[config.mk]
export PLATFORM = sky130hd
export DESIGN_NAME = pio_bank
export DESIGN_NICKNAME = d
export VERILOG_FILES = /design/src/rtl/pio_bank_pkg.sv /design/src/rtl/pio_bank_setclr.sv /design/src/rtl/pio_bank_regs.sv /design/src/rtl/pio_bank_sampler.sv /design/src/rtl/pio_bank_irq.sv /design/src/rtl/pio_bank_padmux.sv /design/src/rtl/pio_bank.sv
export SDC_FILE = /design/constraint.sdc
export NUM_CORES = 1
export LEC_CHECK = 0
export BUFFER_PORTS_ARGS = -buffer_cell sky130_fd_sc_hd__buf_2
export CORE_ASPECT_RATIO = 0.75
export CORE_UTILIZATION = 50
export DETAILED_ROUTE_END_ITERATION = 12
export GPL_TIMING_DRIVEN = 0
export PLACE_DENSITY = 0.73
export SETUP_SLACK_MARGIN = 0.05
export SLEW_MARGIN = 20
export SYNTH_ARGS = -nofsm -noshare
export SYNTH_HDL_FRONTEND = slang
export SYNTH_HIERARCHICAL = 1
export SYNTH_SLANG_ARGS = --single-unit
[constraint.sdc]
create_clock -name clk -period 4.33 [get_ports clk]
set_clock_uncertainty 0.1 [all_clocks]
set_input_delay 0.433 -clock clk [delete_from_list [all_inputs] [get_ports clk]]
set_output_delay 0.433 -clock clk [all_outputs]
set_load 0.05 [all_outputs]
[src/rtl/pio_bank_pkg.sv]
package pio_bank_pkg;
   // attribute indices into the packed attribute array
   localparam int N_ATTR  = 8;
   localparam int AT_PIO  = 0;
   localparam int AT_OE   = 1;
   localparam int AT_FILT = 2;
   localparam int AT_DATA = 3;
   localparam int AT_MASK = 4;
   localparam int AT_MD   = 5;
   localparam int AT_PU   = 6;
   localparam int AT_BSEL = 7;

   // byte offsets: set-ones, clear-ones and readback per attribute
   localparam int unsigned SET_OFF [N_ATTR] = '{32'h00, 32'h10, 32'h20, 32'h30,
                                                32'h40, 32'h50, 32'h64, 32'h74};
   localparam int unsigned CLR_OFF [N_ATTR] = '{32'h04, 32'h14, 32'h24, 32'h34,
                                                32'h44, 32'h54, 32'h60, 32'h70};
   localparam int unsigned STS_OFF [N_ATTR] = '{32'h08, 32'h18, 32'h28, 32'h38,
                                                32'h48, 32'h58, 32'h68, 32'h78};
   // reset fill of each attribute vector
   localparam bit RST_ONE [N_ATTR] = '{1'b1, 1'b0, 1'b0, 1'b0,
                                       1'b0, 1'b0, 1'b1, 1'b0};

   localparam int unsigned LEVEL_OFF = 32'h3C;
   localparam int unsigned FLAG_OFF  = 32'h4C;
endpackage

[src/rtl/pio_bank_setclr.sv]
module pio_bank_setclr #(
   parameter int W       = 32,
   parameter bit RST_VAL = 1'b0
) (
   input  logic         clk,
   input  logic         rst_n,
   input  logic         set_stb,
   input  logic         clr_stb,
   input  logic [W-1:0] mask,
   output logic [W-1:0] q
);
   always_ff @(posedge clk or negedge rst_n) begin
      if (!rst_n)       q <= {W{RST_VAL}};
      else if (set_stb) q <= q | mask;
      else if (clr_stb) q <= q & ~mask;
   end

   AST_SET_TAKES: assert property (@(posedge clk) disable iff (!rst_n)
      set_stb |=> ((q & $past(mask)) == $past(mask)));
   AST_CLR_TAKES: assert property (@(posedge clk) disable iff (!rst_n)
      (clr_stb && !set_stb) |=> ((q & $past(mask)) == '0));
   AST_ZERO_BITS_KEEP: assert property (@(posedge clk) disable iff (!rst_n)
      (set_stb || clr_stb) |=> ((q & ~$past(mask)) == ($past(q) & ~$past(mask))));
   AST_IDLE_HOLDS: assert property (@(posedge clk) disable iff (!rst_n)
      !(set_stb || clr_stb) |=> $stable(q));
endmodule

[src/rtl/pio_bank_regs.sv]
module pio_bank_regs
   import pio_bank_pkg::*;
#(
   parameter int NPINS  = 32,
   parameter int ADDR_W = 8
) (
   input  logic                           clk,
   input  logic                           rst_n,
   input  logic                           bus_sel,
   input  logic                           bus_wr,
   input  logic [ADDR_W-1:0]              bus_addr,
   input  logic [NPINS-1:0]               bus_wdata,
   input  logic [NPINS-1:0]               pin_level,
   input  logic [NPINS-1:0]               flags,
   output logic [NPINS-1:0]               bus_rdata,
   output logic                           flag_read,
   output logic [N_ATTR-1:0][NPINS-1:0]   attr_q
);
   logic        wr_stb;
   logic        rd_stb;
   logic [31:0] addr_w;

   assign wr_stb    = bus_sel & bus_wr;
   assign rd_stb    = bus_sel & ~bus_wr;
   assign addr_w    = 32'(bus_addr);
   assign flag_read = rd_stb && (addr_w == FLAG_OFF);

   for (genvar k = 0; k < N_ATTR; k++) begin : g_attr
      logic set_hit;
      logic clr_hit;
      assign set_hit = wr_stb && (addr_w == SET_OFF[k]);
      assign clr_hit = wr_stb && (addr_w == CLR_OFF[k]);
      pio_bank_setclr #(.W(NPINS), .RST_VAL(RST_ONE[k])) u_bits (
         .clk     (clk),
         .rst_n   (rst_n),
         .set_stb (set_hit),
         .clr_stb (clr_hit),
         .mask    (bus_wdata),
         .q       (attr_q[k])
      );
   end

   always_comb begin
      bus_rdata = '0;
      if (rd_stb) begin
         for (int k = 0; k < N_ATTR; k++) begin
            if (addr_w == STS_OFF[k]) bus_rdata = attr_q[k];
         end
         if (addr_w == LEVEL_OFF) bus_rdata = pin_level;
         if (addr_w == FLAG_OFF)  bus_rdata = flags;
      end
   end

   AST_WRITE_READS_ZERO: assert property (@(posedge clk) disable iff (!rst_n)
      (bus_sel && bus_wr) |-> (bus_rdata == '0));
endmodule

[src/rtl/pio_bank_sampler.sv]
module pio_bank_sampler #(
   parameter int NPINS      = 32,
   parameter bit HAS_FILTER = 1'b1
) (
   input  logic             clk,
   input  logic             rst_n,
   input  logic [NPINS-1:0] pad_in,
   input  logic [NPINS-1:0] filt_en,
   output logic [NPINS-1:0] level,
   output logic [NPINS-1:0] chg
);
   logic [NPINS-1:0] sy1;
   logic [NPINS-1:0] sy2;
   logic [NPINS-1:0] sy3;
   logic [NPINS-1:0] lvl_prev;

   always_ff @(posedge clk or negedge rst_n) begin
      if (!rst_n) begin
         sy1      <= '0;
         sy2      <= '0;
         sy3      <= '0;
         lvl_prev <= '0;
      end else begin
         sy1      <= pad_in;
         sy2      <= sy1;
         sy3      <= sy2;
         lvl_prev <= level;
      end
   end

   if (HAS_FILTER) begin : g_filter
      for (genvar i = 0; i < NPINS; i++) begin : g_pin
         logic held;
         always_ff @(posedge clk or negedge rst_n) begin
            if (!rst_n)                held <= 1'b0;
            else if (sy2[i] == sy3[i]) held <= sy2[i];
         end
         assign level[i] = filt_en[i] ? held : sy2[i];

         AST_FILTER_AGREE: assert property (@(posedge clk) disable iff (!rst_n)
            (filt_en[i] && $past(filt_en[i]) && (level[i] != lvl_prev[i]))
               |-> ($past(sy2[i]) == $past(sy3[i])));
      end
   end else begin : g_nofilter
      assign level = sy2;
   end

   assign chg = level ^ lvl_prev;
endmodule

[src/rtl/pio_bank_irq.sv]
module pio_bank_irq #(
   parameter int NPINS = 32
) (
   input  logic             clk,
   input  logic             rst_n,
   input  logic [NPINS-1:0] chg,
   input  logic             flag_read,
   input  logic [NPINS-1:0] mask,
   output logic [NPINS-1:0] flags,
   output logic             irq
);
   always_ff @(posedge clk or negedge rst_n) begin
      if (!rst_n) flags <= '0;
      else        flags <= (flag_read ? '0 : flags) | chg;
   end

   assign irq = |(flags & mask);

   AST_READ_CLEARS: assert property (@(posedge clk) disable iff (!rst_n)
      (flag_read && (chg == '0)) |=> (flags == '0));
   AST_EDGE_KEPT: assert property (@(posedge clk) disable iff (!rst_n)
      (chg != '0) |=> ((flags & $past(chg)) == $past(chg)));
   AST_FLAGS_STICK: assert property (@(posedge clk) disable iff (!rst_n)
      !flag_read |=> ((flags & $past(flags)) == $past(flags)));
endmodule

[src/rtl/pio_bank_padmux.sv]
module pio_bank_padmux #(
   parameter int NPINS = 32
) (
   input  logic             clk,
   input  logic             rst_n,
   input  logic [NPINS-1:0] gpio_own,
   input  logic [NPINS-1:0] b_pick,
   input  logic [NPINS-1:0] md_en,
   input  logic [NPINS-1:0] gpio_oe,
   input  logic [NPINS-1:0] gpio_val,
   input  logic [NPINS-1:0] a_out,
   input  logic [NPINS-1:0] a_oe,
   input  logic [NPINS-1:0] b_out,
   input  logic [NPINS-1:0] b_oe,
   output logic [NPINS-1:0] pad_out,
   output logic [NPINS-1:0] pad_oe
);
   for (genvar i = 0; i < NPINS; i++) begin : g_pin
      logic drv_val;
      logic drv_en;
      assign drv_val = gpio_own[i] ? gpio_val[i] : (b_pick[i] ? b_out[i] : a_out[i]);
      assign drv_en  = gpio_own[i] ? gpio_oe[i]  : (b_pick[i] ? b_oe[i]  : a_oe[i]);
      assign pad_out[i] = ~md_en[i] & drv_val;
      assign pad_oe[i]  = drv_en & ~(md_en[i] & drv_val);

      AST_MD_NEVER_HIGH: assert property (@(posedge clk) disable iff (!rst_n)
         md_en[i] |-> !(pad_oe[i] && pad_out[i]));
      AST_GPIO_OFF_FLOATS: assert property (@(posedge clk) disable iff (!rst_n)
         (gpio_own[i] && !gpio_oe[i]) |-> !pad_oe[i]);
   end
endmodule

[src/rtl/pio_bank.sv]
module pio_bank
   import pio_bank_pkg::*;
#(
   parameter int NPINS      = 32,
   parameter int ADDR_W     = 8,
   parameter bit HAS_FILTER = 1'b1
) (
   input  logic              clk,
   input  logic              rst_n,
   input  logic              bus_sel,
   input  logic              bus_wr,
   input  logic [ADDR_W-1:0] bus_addr,
   input  logic [NPINS-1:0]  bus_wdata,
   output logic [NPINS-1:0]  bus_rdata,
   output logic [NPINS-1:0]  pad_out,
   output logic [NPINS-1:0]  pad_oe,
   input  logic [NPINS-1:0]  pad_in,
   output logic [NPINS-1:0]  pad_pu,
   input  logic [NPINS-1:0]  per_a_out,
   input  logic [NPINS-1:0]  per_a_oe,
   output logic [NPINS-1:0]  per_a_in,
   input  logic [NPINS-1:0]  per_b_out,
   input  logic [NPINS-1:0]  per_b_oe,
   output logic [NPINS-1:0]  per_b_in,
   output logic              irq
);
   logic [N_ATTR-1:0][NPINS-1:0] attr_q;
   logic [NPINS-1:0]             level;
   logic [NPINS-1:0]             chg;
   logic [NPINS-1:0]             flags;
   logic                         flag_read;

   pio_bank_regs #(.NPINS(NPINS), .ADDR_W(ADDR_W)) u_regs (
      .clk       (clk),
      .rst_n     (rst_n),
      .bus_sel   (bus_sel),
      .bus_wr    (bus_wr),
      .bus_addr  (bus_addr),
      .bus_wdata (bus_wdata),
      .pin_level (level),
      .flags     (flags),
      .bus_rdata (bus_rdata),
      .flag_read (flag_read),
      .attr_q    (attr_q)
   );

   pio_bank_sampler #(.NPINS(NPINS), .HAS_FILTER(HAS_FILTER)) u_sampler (
      .clk     (clk),
      .rst_n   (rst_n),
      .pad_in  (pad_in),
      .filt_en (attr_q[AT_FILT]),
      .level   (level),
      .chg     (chg)
   );

   pio_bank_irq #(.NPINS(NPINS)) u_irq (
      .clk       (clk),
      .rst_n     (rst_n),
      .chg       (chg),
      .flag_read (flag_read),
      .mask      (attr_q[AT_MASK]),
      .flags     (flags),
      .irq       (irq)
   );

   pio_bank_padmux #(.NPINS(NPINS)) u_padmux (
      .clk      (clk),
      .rst_n    (rst_n),
      .gpio_own (attr_q[AT_PIO]),
      .b_pick   (attr_q[AT_BSEL]),
      .md_en    (attr_q[AT_MD]),
      .gpio_oe  (attr_q[AT_OE]),
      .gpio_val (attr_q[AT_DATA]),
      .a_out    (per_a_out),
      .a_oe     (per_a_oe),
      .b_out    (per_b_out),
      .b_oe     (per_b_oe),
      .pad_out  (pad_out),
      .pad_oe   (pad_oe)
   );

   assign pad_pu   = attr_q[AT_PU];
   assign per_a_in = pad_in;
   assign per_b_in = pad_in;
endmodule

==> results.yml <==
run_status:
  run_status: "complete, no violations"
pwr:
  p_sw_share_pct: 27.0
  power.internal_mw: 7.17
  p_seq_share_pct: 45.9
  p_per_area_mw_per_mm2: 366
  power_frac_clock_pct: 41.4
  p_switching_mw: 2.65
  combPwrFrac_pct: 12.8
  ir_drop_uv: 266
  total_power_mw: 9.82
  power.leakage_nw: 11.7
worst_setup_path:
  critPathRequiredTime_ns: 3.80
  ff2ff_path_depth: 3
  startpoint: "bus_addr[4]"
  crit_arrival_ns: 3.70
  reg2reg_slack_ns: 2.98
  path_max_fanout: 10
  crit_path_frequent_cell: "buf_2"
  worstSetupPathType: "in -> out"
  cpMaxStageDelayCell: "a221oi_1"
  rr_endpoint: "u_irq/flags[15]$_DFF_PN0_"
  cpPeakStageDelay_ns: 0.73
  crit_chain: "buf_2 -> buf_2 -> nor2_1 -> nand2_1 -> clkbuf_1 -> o22ai_1 -> a221oi_1 -> buf_2"
  start_kind: "primary input"
  end_kind: "output port"
yosys:
  synth_ff_type: "dfrtp_1"
  synth_nets: 2258
  yosys_warnings: 6
  synth.distinct_cells: 61
  synth_area_leaders: "dfrtp_1, a22o_1, dfstp_2, nand2_1, mux2i_1"
  synth_top_area_share_pct: 43.5
  yosysSeqAreaShare_pct: 51.1
  synth-edff-count: 0
  synth_seq_cells: 448
  synth_cells: 2054
  syn-cell-area_mm2: 0.0221
  synth_top_area_cell: "dfrtp_1"
  syn-mean-instance-area_um2: 10.8
  async_flop_share_pct: 100
grt:
  track_usage_pct: 37.1
  grt_pass1_wl_um: 122000
  grt_max_degree: 102
  grt_pass1_vias: 18700
  grt-ovfl-total: 0
  antenna_found_initial: 1
timing:
  finalSetupViolations: 0
  fin_crit_sh_pct: 97.7
  rsz0062_at_grt: "no"
  relSlewSlack_pct: 18.6
  fin_crit_ns: 4.23
  fin_setup_tns_ns: 0
  worstMarginPinSlew_ns: 1.21
  drv_slew: 0
  fmaxAchievable_mhz: 236
  hold_viol_final: 0
routing:
  wl_per_cell_um: 27.0
  totalWireLength_um: 84900
  drtIter0Drc: 2576
  ant_nets: 0
  vias: 19900
  drtPass1Iterations: 8
  vias_per_cell: 6.31
  drc: 0
floorplanning:
  die_w_um: 245
  die_h_um: 184
  rows: 66
  start_util_pct: 50.9
  dieArea_mm2: 0.0451
  io_pins: 397
  coreArea_mm2: 0.0434
cts:
  cts.htree.levels: 2
  clkLatencyLatePin_ns: 0.57
  cts_sinks: 448
  cts_tree: "yes"
  clk_pin_slew_ns: 0.06
  cts_max_path_buffers: 3
  cts_inserted_buffers: 45
  cts_root_buf: "clkbuf_16"
layout:
  n_antenna_cell: 0
  nNetsFinal: 2736
  drive_above_1_share_pct: 30.1
  syn_to_final_growth_pct: 21.3
worst_hold_path:
  holdPathStages: 3
  holdCritStartpoint: "bus_wdata[18]"
  hold_path_class: "in -> reg"
run:
  cap_violations: 0
place:
  io_buffers: 393
  hpwl_um: 59600
  gp_congestion: 0.971
## power by group through the flow
stage	logic [mW]	clock network, mW	registers, mW
3_3_place_gp	1.17	0	4.57
2_1_floorplan	0.736	0	4.55
3_5_place_dp	1.21	0	4.57
6_report	1.25	4.06	4.50
5_1_grt	1.32	4.26	4.52
4_1_cts	1.24	4.09	4.50
## metrics by stage
| step | util, % | instance area, um^2 | instances | hold slack, ns | setup slack [ns] |
|---|---|---|---|---|---|
| 2_1_floorplan | - | 22100 | 2054 | 0.0374 | 0.962 |
| 3_3_place_gp | 57.1 | 24800 | 3025 | 0.232 | -6.06 |
| 3_5_place_dp | 57.4 | 24900 | 3030 | 0.236 | 0.132 |
| 4_1_cts | 61.7 | 26800 | 3147 | 0.167 | 0.121 |
| 5_1_grt | 61.7 | 26800 | 3147 | 0.199 | 0.183 |
| 6_report | 61.7 | 26800 | 3147 | 0.180 | 0.0983 |
## synthesized netlist by cell type (4+ instances only)
cell and n:
a211o_1 4, a211oi_1 12, a211oi_2 32, a21o_1 31, a21oi_1 72, a221oi_1 13, a222oi_1 6, a22o_1 261
a22oi_1 26, a31oi_1 5, a32o_1 4, a32oi_1 4, buf_2 41, buf_4 65, buf_6 24, clkbuf_1 43
dfrtp_1 384, dfstp_2 64, inv_1 39, maj3_1 32, mux2_1 10, mux2_4 32, mux2i_1 57, nand2_1 339
nand2b_1 9, nand3_1 4, nand3b_1 9, nand4_1 4, nor2_1 83, nor2b_1 54, nor3_1 41, o21ai_0 57
o21ai_1 28, o21bai_1 11, o221a_1 5, o221a_2 32, o221ai_1 10, o22ai_1 23, o2bb2ai_1 16, o31a_1 4
xor2_1 32
## how the worst max path moves through the flow
stage	endpoint
floorplan	bus_rdata[22]
global placement	u_sampler/sy1[1]$_DFF_PN0_
detailed placement	bus_rdata[23]
CTS	bus_rdata[23]
global route	bus_rdata[4]
finish	bus_rdata[23]
## routing by layer
metal | share of wire (%) | wire [um] | track usage [%] | vias to the layer above
li1 | - | - | - | 8475
met1 | 42 | 35800 | 52.8 | 9919
met2 | 44 | 37000 | 55.6 | 1296
met3 | 11 | 9360 | 8.56 | 177
met4 | 3.3 | 2800 | 12.5 | 0
met5 | 0 | 0 | 0 | -
## what timing repair did
action	in CTS	in global routing
setup buffers	0	0
endpoints found under the setup margin	0	1
gates resized for setup	0	5
hold buffers	33	0
endpoints found under the hold margin	91	0
## cells by family (layout without fill, tap and decap cells)
kind of cell | after synthesis | in the layout | share of synthesized area (%)
AO/OA/AOI/OAI | 667 | 667 | 24.1
adder cells (fa/ha/maj) | 32 | 32 | 1.45
multiplexers | 102 | 102 | 5.42
XOR/XNOR | 32 | 32 | 1.27
AND/OR/NAND/NOR | 558 | 558 | 10.9
buffers and inverters | 215 | 730 | 5.80
flip-flops | 448 | 448 | 51.1
## cell type report
| cell class | instances | area, um^2 |
|---|---|---|
| fill | 3583 | 16600 |
| sequential | 448 | 11300 |
| multi-input combinational | 1391 | 9550 |
| timing repair buffer | 431 | 2420 |
| clock buffer | 73 | 1390 |
| buffer | 176 | 1140 |
| tap | 578 | 723 |
| inverter | 39 | 146 |
| clock inverter | 11 | 140 |
## cell usage in the layout (no fill, tap or decap), drive strengths merged, types with 11 or more instances in the layout
cell,Yosys,routed
mux2,45,45
buf,133,531
nor2b,54,54
xor2,32,32
nand2,339,339
a221oi,14,14
a21o,32,32
a21oi,72,72
inv,39,41
a22oi,28,28
dfstp,64,64
clkbuf,43,115
a22o,261,261
o221a,37,37
o22ai,23,23
maj3,32,32
nor2,83,83
o21bai,11,11
a211oi,44,44
nor3,43,43
mux2i,57,57
dfrtp,384,384
o2bb2ai,16,16
dlygate4sd3,0,33
o21ai,85,85
## critical path: cells and delay by family
family                 cells  cell delay (ns)
buffers and inverters      4             1.54
and+or+nand+nor            2             0.74
AOI/OAI and AO/OA          2             0.96
Power figures use the tool's default switching activity.
